[src/rtl/cseq_pkg.sv]
package cseq_pkg;
   typedef enum logic [2:0] {
      ST_IDLE    = 3'd0,
      ST_LOOKUP  = 3'd1,
      ST_COHWAIT = 3'd2,
      ST_MEMRD   = 3'd3,
      ST_MEMWR   = 3'd4,
      ST_FILL    = 3'd5
   } seq_state_e;
endpackage

[src/rtl/cseq_lat_timer.sv]
module cseq_lat_timer #(
   parameter int MEM_LAT = 3
) (
   input  logic clk,
   input  logic rst_n,
   input  logic active,
   output logic done
);
   localparam int CNT_W = (MEM_LAT > 1) ? $clog2(MEM_LAT) : 1;
   localparam logic [CNT_W-1:0] LAST = CNT_W'(MEM_LAT - 1);

   initial begin
      if (MEM_LAT < 1) $fatal(1, "MEM_LAT must be at least 1");
   end

   generate
      if (MEM_LAT == 1) begin : g_nowait
         assign done = 1'b1;
      end else begin : g_count
         logic [CNT_W-1:0] cnt_q;
         always_ff @(posedge clk) begin
            if (!rst_n || !active) cnt_q <= '0;
            else if (cnt_q != LAST) cnt_q <= cnt_q + 1'b1;
         end
         assign done = active && (cnt_q == LAST);
      end
   endgenerate


   min_dwell_chk: assert property (@(posedge clk) disable iff (!rst_n)
      $fell(active) |-> $past(done));
endmodule

[src/rtl/cseq_fsm.sv]
module cseq_fsm
   import cseq_pkg::*;
(
   input  logic       clk,
   input  logic       rst_n,
   input  logic       req_valid,
   input  logic       req_write,
   input  logic       cache_hit,
   input  logic       coh_done,
   input  logic       mem_done,
   output seq_state_e state,
   output logic       miss_org
);
   seq_state_e state_d;
   logic       miss_d;

   always_comb begin
      state_d = state;
      miss_d  = miss_org;
      unique case (state)
         ST_IDLE: begin
            if (req_valid) state_d = req_write ? ST_MEMWR : ST_LOOKUP;
         end
         ST_LOOKUP: begin
            if (cache_hit) begin
               state_d = ST_IDLE;
            end else begin
               state_d = ST_COHWAIT;
               miss_d  = 1'b1;
            end
         end
         ST_COHWAIT: if (coh_done) state_d = ST_MEMRD;
         ST_MEMRD:   if (mem_done) state_d = ST_FILL;
         ST_MEMWR:   if (mem_done) state_d = ST_FILL;
         ST_FILL: begin
            state_d = miss_org ? ST_LOOKUP : ST_IDLE;
            miss_d  = 1'b0;
         end
         default: begin
            state_d = ST_IDLE;
            miss_d  = 1'b0;
         end
      endcase
   end

   always_ff @(posedge clk) begin
      if (!rst_n) begin
         state    <= ST_IDLE;
         miss_org <= 1'b0;
      end else begin
         state    <= state_d;
         miss_org <= miss_d;
      end
   end


   coh_hold_chk: assert property (@(posedge clk) disable iff (!rst_n)
      (state == ST_COHWAIT && !coh_done) |=> (state == ST_COHWAIT));
endmodule

[src/rtl/cseq_out_decode.sv]
module cseq_out_decode
   import cseq_pkg::*;
(
   input  seq_state_e state,
   input  logic       req_valid,
   input  logic       req_write,
   input  logic       cache_hit,
   input  logic       mem_done,
   output logic       mem_rd_en,
   output logic       mem_wr_en,
   output logic       cache_wr_en,
   output logic       tmp_load,
   output logic       read_miss,
   output logic       busy,
   output logic       data_valid
);
   always_comb begin
      busy        = (state != ST_IDLE);
      data_valid  = (state == ST_LOOKUP) && cache_hit;
      read_miss   = (state == ST_LOOKUP) && !cache_hit;
      mem_rd_en   = (state == ST_MEMRD);
      mem_wr_en   = (state == ST_MEMWR);
      cache_wr_en = (state == ST_FILL);
      tmp_load    = ((state == ST_IDLE) && req_valid && req_write) ||
                    ((state == ST_MEMRD) && mem_done);
   end
endmodule

[src/rtl/cache_seq_ctrl.sv]
module cache_seq_ctrl
   import cseq_pkg::*;
#(
   parameter int MEM_LAT = 3
) (
   input  logic clk,
   input  logic rst_n,
   input  logic req_valid,
   input  logic req_write,
   input  logic cache_hit,
   input  logic coh_done,
   input  logic mem_ready,
   output logic mem_rd_en,
   output logic mem_wr_en,
   output logic cache_wr_en,
   output logic tmp_load,
   output logic read_miss,
   output logic busy,
   output logic data_valid
);
   seq_state_e state;
   logic       miss_org;
   logic       mem_active;
   logic       lat_done;
   logic       mem_done;

   assign mem_active = (state == ST_MEMRD) || (state == ST_MEMWR);
   assign mem_done   = lat_done && mem_ready;

   cseq_lat_timer #(.MEM_LAT(MEM_LAT)) u_timer (
      .clk(clk), .rst_n(rst_n), .active(mem_active), .done(lat_done)
   );

   cseq_fsm u_fsm (
      .clk(clk), .rst_n(rst_n), .req_valid(req_valid), .req_write(req_write),
      .cache_hit(cache_hit), .coh_done(coh_done), .mem_done(mem_done),
      .state(state), .miss_org(miss_org)
   );

   cseq_out_decode u_dec (
      .state(state), .req_valid(req_valid), .req_write(req_write),
      .cache_hit(cache_hit), .mem_done(mem_done),
      .mem_rd_en(mem_rd_en), .mem_wr_en(mem_wr_en), .cache_wr_en(cache_wr_en),
      .tmp_load(tmp_load), .read_miss(read_miss), .busy(busy),
      .data_valid(data_valid)
   );


   read_fill_chk: assert property (@(posedge clk) disable iff (!rst_n)
      (mem_rd_en && tmp_load) |=> cache_wr_en);

   miss_return_chk: assert property (@(posedge clk) disable iff (!rst_n)
      (cache_wr_en && miss_org) |=> busy);

   write_return_chk: assert property (@(posedge clk) disable iff (!rst_n)
      (cache_wr_en && !miss_org) |=> !busy);

   miss_no_mem_chk: assert property (@(posedge clk) disable iff (!rst_n)
      read_miss |=> (!mem_rd_en && !mem_wr_en));
endmodule

[config.mk]
export PLATFORM = sky130hd
export DESIGN_NAME = cache_seq_ctrl
export DESIGN_NICKNAME = d
export VERILOG_FILES = /design/src/rtl/cseq_pkg.sv /design/src/rtl/cseq_lat_timer.sv /design/src/rtl/cseq_fsm.sv /design/src/rtl/cseq_out_decode.sv /design/src/rtl/cache_seq_ctrl.sv
export SDC_FILE = /design/constraint.sdc
export NUM_CORES = 1
export LEC_CHECK = 0
export CORE_AREA = 4 4 41 43
export DETAILED_ROUTE_END_ITERATION = 7
export DIE_AREA = 0 0 45 47
export GPL_TIMING_DRIVEN = 0
export HOLD_SLACK_MARGIN = 0.1
export PLACE_DENSITY = 0.59
export RECOVER_POWER = 100
export SETUP_SLACK_MARGIN = 0.2
export SLEW_MARGIN = 30
export SYNTH_ARGS = -nofsm -noshare
export SYNTH_HDL_FRONTEND = slang
export SYNTH_HIERARCHICAL = 1
export SYNTH_SLANG_ARGS = --single-unit
export TNS_END_PERCENT = 1
[constraint.sdc]
create_clock -name clk -period 3.7 [get_ports clk]
set_input_delay 0.74 -clock clk [delete_from_list [all_inputs] [get_ports clk]]
set_output_delay 0.74 -clock clk [all_outputs]
set_load 0.1 [all_outputs]
==> run metrics, run 1 <==
Starting DRT DRC Count=20; commonest non-fill, non-tap cells in the layout=8 x nand2_1, 6 x dlygate4sd3_1, 6 x clkdlybuf4s50_1, 6 x dfxtp_1; met3 WL=between 60 and 70 um; sequential power share=0.221; Die Width=~45 um; combinational power share=0.672; Die Height=approximately 47 um; CP Launch Type=input port; VDD IR max=between 0.0003 and 0.0004 V; Leakage=around 0.24 nW; row count=13; worst hold path type=reg -> reg; DRT met1 WL=between 400 and 500 um; total wire length=approximately 1 mm; post-synthesis net count=between 60 and 70; fillcell total=about 150; Final Setup Violations=0; Final ANT Viol Nets=0; vias in the first global route=404; CTS tree=built; top cell type's share of synthesized area=0.259; register area=approximately 120 sq um; commonest non-fill, non-tap cell in the layout=nand2_1; worst path cell trace=dlygate4sd3_1 -> and4bb_2 -> clkdlybuf4s50_1; DR vias=461; Final min period=between 3 and 4 ns; Overall Global Routing Usage=0.105; worst-path fanout max=4; area leader, netlist=dfxtp_1; area post-placement=around 620 sq um; layout cells sized above 1=0.149; multi-input logic area=about 300 sq um; first-pass GRT wire length=approximately 1.6 mm; critical path type=in -> out; routed len/inst=11.5 um; initial core utilization=0.357; final clock skew=roughly 0.0029 ns; H-tree depth=1; uppermost layer routed=met3; Post-Layout Cell Count=between 80 and 90; wire length on met2=506 um; IO Port Bufs=13; Die Area=approximately 0.0021 sq mm; number of synthesized register bits=6; fin nets=84; Via density=~5.2; total power=542 uW; CP Data Arrival Time=2.74 ns; unrepaired setup endpoints after global routing=false; DR pass1 iterations=3; CP endpoint kind=output port; dpl cells=86; Worst-Skew Late Latency=0.24 ns; largest net degree at the start of global routing=12; switching power=just over 300 uW; mean post-synth cell area=about 8 sq um; Root Buffer=clkbuf_4; CTS Buffer Depth=2; CP required=roughly 3 ns; Synthesis Warnings=6; internal power=approximately 240 uW; register area share after synthesis=0.259; Core ar.=between 0.001 and 0.0015 sq mm; CTS hold repair buffers=0; period utilization=0.941; CTS buffer count=3; Post-Synthesis Cells=58; Post-Syn Area=464 sq um; endpoints failing hold=0; placer congestion estimate=0.730; Area contributors post-synth=dfxtp_1 26%, nand2_1 6.5%, o22ai_2 5.4%; setup_tns=0 ns; drc violations=0; Antenna diodes=0; Slew Viols, Final=0; total congestion overflow=0; Switching Share=0.564; I/O pin cnt=14; Cell variety after synth=30; initial antenna violation count=0; detailed placement HPWL=around 770 um; status=finished clean; final core utilization=0.476; Layout area overhead=33.4%; clock sinks=6; PD cells=a little under 900 mW/mm^2; clock power share=0.107; Critical Path Max Stage Delay=1.13 ns; worst-margin pin slew=roughly 1.2 ns; post-route design area=619 sq um; slowest CP cell=clkdlybuf4s50_1; Clock transition at path regs=around 0.040 ns; MaxCap Viol Count=0; Slew HR=0.230; fmax=between 200 and 300 MHz
## kinds of logic (layout without fill, tap and decap cells)
family | after synthesis | after routing | share of synthesized area
compound gates | 11 | 11 | 0.173
xor+xnor | 1 | 1 | 0.0189
fa+ha+maj | 1 | 1 | 0.0269
buf+inv | 5 | 21 | 0.0620
flops | 6 | 6 | 0.259
mux | 2 | 2 | 0.0431
simple gates | 32 | 32 | 0.418
## flip-flops by register name (all words and copies together), names as in the netlist
| signal | flops |
|---|---|
| u_timer/g_count.cnt_q | 2 |
| u_fsm/state | 3 |
| u_fsm/miss_org | 1 |
## worst paths after layout
kind	startpoint	to	slack [ns]	cells past startpoint
worst max register to register	u_fsm/state[1]	u_fsm/state[0]	1.79	8
worst min-delay path	u_timer/g_count.cnt_q[1]	u_timer/g_count.cnt_q[1]	0.46	2
worst min register to register	u_timer/g_count.cnt_q[1]	u_timer/g_count.cnt_q[1]	0.46	2
worst max-delay path	cache_hit	data_valid	0.22	3
## synth_stat cells
cell type and n:
nor2b_1 1, and2_2 1, nand4bb_1 1, o22ai_1 1, or3_1 1, nand2b_4 1, a21oi_1 3, a31oi_1 1
ha_1 1, inv_1 2, or2_1 1, mux2i_1 2, nor3_1 1, nor4b_1 1, and4bb_2 1, buf_6 1
xor2_1 1, nor2_1 4, and3b_2 1, dfxtp_1 6, nand3_1 4, buf_2 2, a21oi_2 1, nor3b_1 3
o22ai_2 2, nand2_1 8, o21ai_0 2, nand2b_1 1, and2_1 2, o2bb2ai_1 1
## routing by layer
layer,track usage,vias up
li1,-,237
met1,0.128,213
met2,0.175,11
met3,0.0460,0
met4,0.0175,0
met5,0,-
## critical path: cells and delay by family
| family | cells | cell delay [ns] |
|---|---|---|
| buffers and inverters | 2 | 1.76 |
| AND/OR/NAND/NOR | 1 | 0.24 |
## through the flow
stage               hold WS [ns]  worst slack, ns
detailed placement         0.463            0.170
finish                     0.463            0.218
CTS                        0.469            0.278
global placement           0.457            0.171
global route               0.513            0.141
floorplan                  0.444            0.275
## final cells by class
class                   count  share of cell area
multi-input cells          47               0.493
repair buffers             13               0.200
flip-flops and latches      6               0.194
clock buffers               3              0.0364
plain buffers               3              0.0343
well taps                  15              0.0303
inverters                   2              0.0121
## what timing repair did
| action | 4_1_cts | 5_1_grt |
|---|---|---|
| resized for setup | 1 | 0 |
| setup buffers | 0 | 0 |
| setup endpoints to repair | 1 | 0 |
## power groups by stage
stage	sequential [mW]	combinational, mW	clock (mW)
floorplan	0.113	0.315	0
global placement	0.122	0.380	0
detailed placement	0.123	0.383	0
CTS	0.123	0.382	0.0607
global route	0.126	0.384	0.0655
finish	0.120	0.364	0.0578
Note: power is estimated with default switching activity, not from simulation.
==> inputs of run 2 (changes only) <==
CTS_BUF_LIST = sky130_fd_sc_hd__clkbuf_4 sky130_fd_sc_hd__clkbuf_8 sky130_fd_sc_hd__clkbuf_16   (was not set)
PLACE_DENSITY = not set   (was 0.59)
PLACE_DENSITY_LB_ADDON = 0.08   (was not set)
clock period = 3.1 ns   (was 3.7 ns; I/O delays follow)
==> run 2 against run 1 <==
Cell area shrank 0.61%. Sequential share of layout area grew 0.12 points. Register-to-register slack got worse by 0.62 ns. Critical path depth stayed put. Via count increased by 0.87%. First-iteration DRC count decreased by 35%. Utilization decreased by 0.29 points. Setup slack worse by 0.017 ns. Clock skew grew 0.0094 ns. Clock power is 26% higher. Clock-buffer cell count did not move. Cell count is the same. Largest cell class unchanged.
==> run metrics, run 2 (same netlist as run 1, synthesis figures left out) <==
CTS buffer count=3 (unchanged); Slew HR=0.228 (was 0.230); unrepaired setup endpoints after global routing=true (was false); dpl cells=86 (unchanged); H-tree depth=1 (unchanged); hold depth=2 (unchanged); first-pass GRT wire length=1.94 mm (was 1.64 mm); VDD IR max=0.000380 V (was 0.000304 V); Top reg by flops=u_fsm/state (unchanged); final setup margin=0.202 ns (was 0.218 ns); Layout area overhead=32.6% (was 33.4%); r2r worst-path depth=8 (unchanged); IO Port Bufs=13 (unchanged); MaxCap Viol Count=0 (unchanged); Leakage=0.243 nW (was 0.241 nW); Regs by FF count=u_fsm/state: 3 flops, u_timer/g_count.cnt_q: 2 flops, u_fsm/miss_org: 1 flops (unchanged); drc violations=0 (unchanged); initial core utilization=0.357 (unchanged); CP Depth=3 (unchanged); Post-Layout Cell Count=89 (unchanged); I/O pin cnt=14 (unchanged); worst hold path type=reg -> reg (unchanged); CP endpoint kind=output port (unchanged); row count=13 (unchanged); commonest non-fill, non-tap cell in the layout=nand2_1 (unchanged); Min Hold Slack=0.501 ns (was 0.463 ns); worst-margin pin slew=1.16 ns (about the same); critical path type=in -> out (unchanged); period utilization=0.935; Clock transition at path regs=0.05 ns (was 0.04 ns); final clock skew=0.0123 ns (was 0.00291 ns); detailed placement HPWL=768 um (was 765 um); CP Data Arrival Time=2.28 ns (was 2.74 ns); Die Height=47 um (unchanged); clock sinks=6 (unchanged); Core ar.=0.00130 sq mm (unchanged); CP delay by family, top=buffers and inverters (unchanged); Final ANT Viol Nets=0 (unchanged); pre-CTS WS=-0.189 ns (was 0.170 ns); layout cells sized above 1=0.176 (was 0.149); Antenna diodes=0 (unchanged); placer congestion estimate=0.722 (was 0.730); Critical Path Max Stage Delay=0.86 ns (was 1.13 ns); largest net degree at the start of global routing=12 (unchanged); CTS hold repair buffers=0 (unchanged); Die Area=0.00212 sq mm (unchanged); Final Setup Violations=0 (unchanged); routed len/inst=12.4 um (was 11.5 um); initial antenna violation count=0 (unchanged); status=finished clean (unchanged); total power=650 uW (was 542 uW); Final min period=~2.9 ns; Overall Global Routing Usage=0.130 (was 0.105); DR pass1 iterations=4 (was 3); PD cells=1060 mW/mm^2 (was 875 mW/mm^2); CP Launch Type=input port (unchanged); CTS tree=built (unchanged); fin nets=84 (unchanged); total congestion overflow=0 (unchanged); WP buf/inv=2 (unchanged); Starting DRT DRC Count=13 (was 20); Root Buffer=clkbuf_4 (unchanged); endpoints failing hold=0 (unchanged); worst-path fanout max=4 (unchanged); total wire length=1.11 mm (was 1.02 mm); CP required=2.48 ns (was 2.96 ns); commonest non-fill, non-tap cells in the layout=8 x nand2_1, 6 x dfxtp_1, 5 x clkdlybuf4s50_1, 5 x dlygate4sd3_1 (was 8 x nand2_1, 6 x dlygate4sd3_1, 6 x clkdlybuf4s50_1, 6 x dfxtp_1); setup repair bufs after CTS=0 (unchanged); DR vias=465 (was 461); Via density=5.22 (was 5.18); worst path cell trace=clkdlybuf4s50_1 -> and4bb_2 -> clkbuf_1 (was dlygate4sd3_1 -> and4bb_2 -> clkdlybuf4s50_1); Die Width=45 um (unchanged); CTS Buffer Depth=2 (unchanged); Slew Viols, Final=0 (unchanged); max reg flops=3 (unchanged); Worst-Skew Late Latency=0.25 ns (was 0.24 ns); setup_tns=0 ns (unchanged); slowest CP cell=clkbuf_1 (was clkdlybuf4s50_1); fmax=345 MHz; vias in the first global route=428 (was 404)
-- run 2: final timing paths --
check	end	startpoint	slack, ns
worst min register to register	u_timer/g_count.cnt_q[1]	u_timer/g_count.cnt_q[1]	0.50
worst max-delay path	data_valid	cache_hit	0.20
worst min-delay path	u_timer/g_count.cnt_q[1]	u_timer/g_count.cnt_q[1]	0.50
worst max register to register	u_fsm/state[0]	u_fsm/state[0]	1.17
-- run 2: timing repair --
item                       CTS  global route
setup endpoints to repair    3             4
gates cloned                 0             0
gates resized for setup      7             3
-- run 2: power breakdown --
| group | switching, mW | internal, mW |
|---|---|---|
| Sequential | 0.0430 | 0.102 |
| Combinational | 0.299 | 0.133 |
| Clock | 0.0290 | 0.0439 |
| Total | 0.371 | 0.279 |
-- run 2: per-stage QoR --
| step | instance area (sq um) | utilization |
|---|---|---|
| floorplan | 475 | - |
| global placement | 624 | 0.480 |
| detailed placement | 624 | 0.480 |
| CTS | 639 | 0.491 |
| global route | 616 | 0.473 |
| finish | 616 | 0.473 |
-- run 2: worst min-delay path, cell delays in order (launching register included) --
cell and delay (ns):
dfxtp_1 0.32, nand2_1 0.06, a21oi_1 0.07
-- run 2: metal layers --
| layer | wire length (um) | GRT usage | vias up |
|---|---|---|---|
| li1 | - | - | 240 |
| met1 | 510 | 0.163 | 209 |
| met2 | 517 | 0.203 | 16 |
| met3 | 78 | 0.0575 | 0 |
| met4 | 0 | 0.0351 | 0 |
| met5 | 0 | 0 | - |
-- run 2: layout make-up --
cell class                      count  area (sq um)
Buffer                              3          21.3
Tap cell                           15          18.8
Clock buffer                        3          22.5
Sequential cell                     6           120
Fill cell                         144           686
Timing Repair Buffer               13           115
Multi-Input combinational cell     47           310
Inverter                            2          7.51
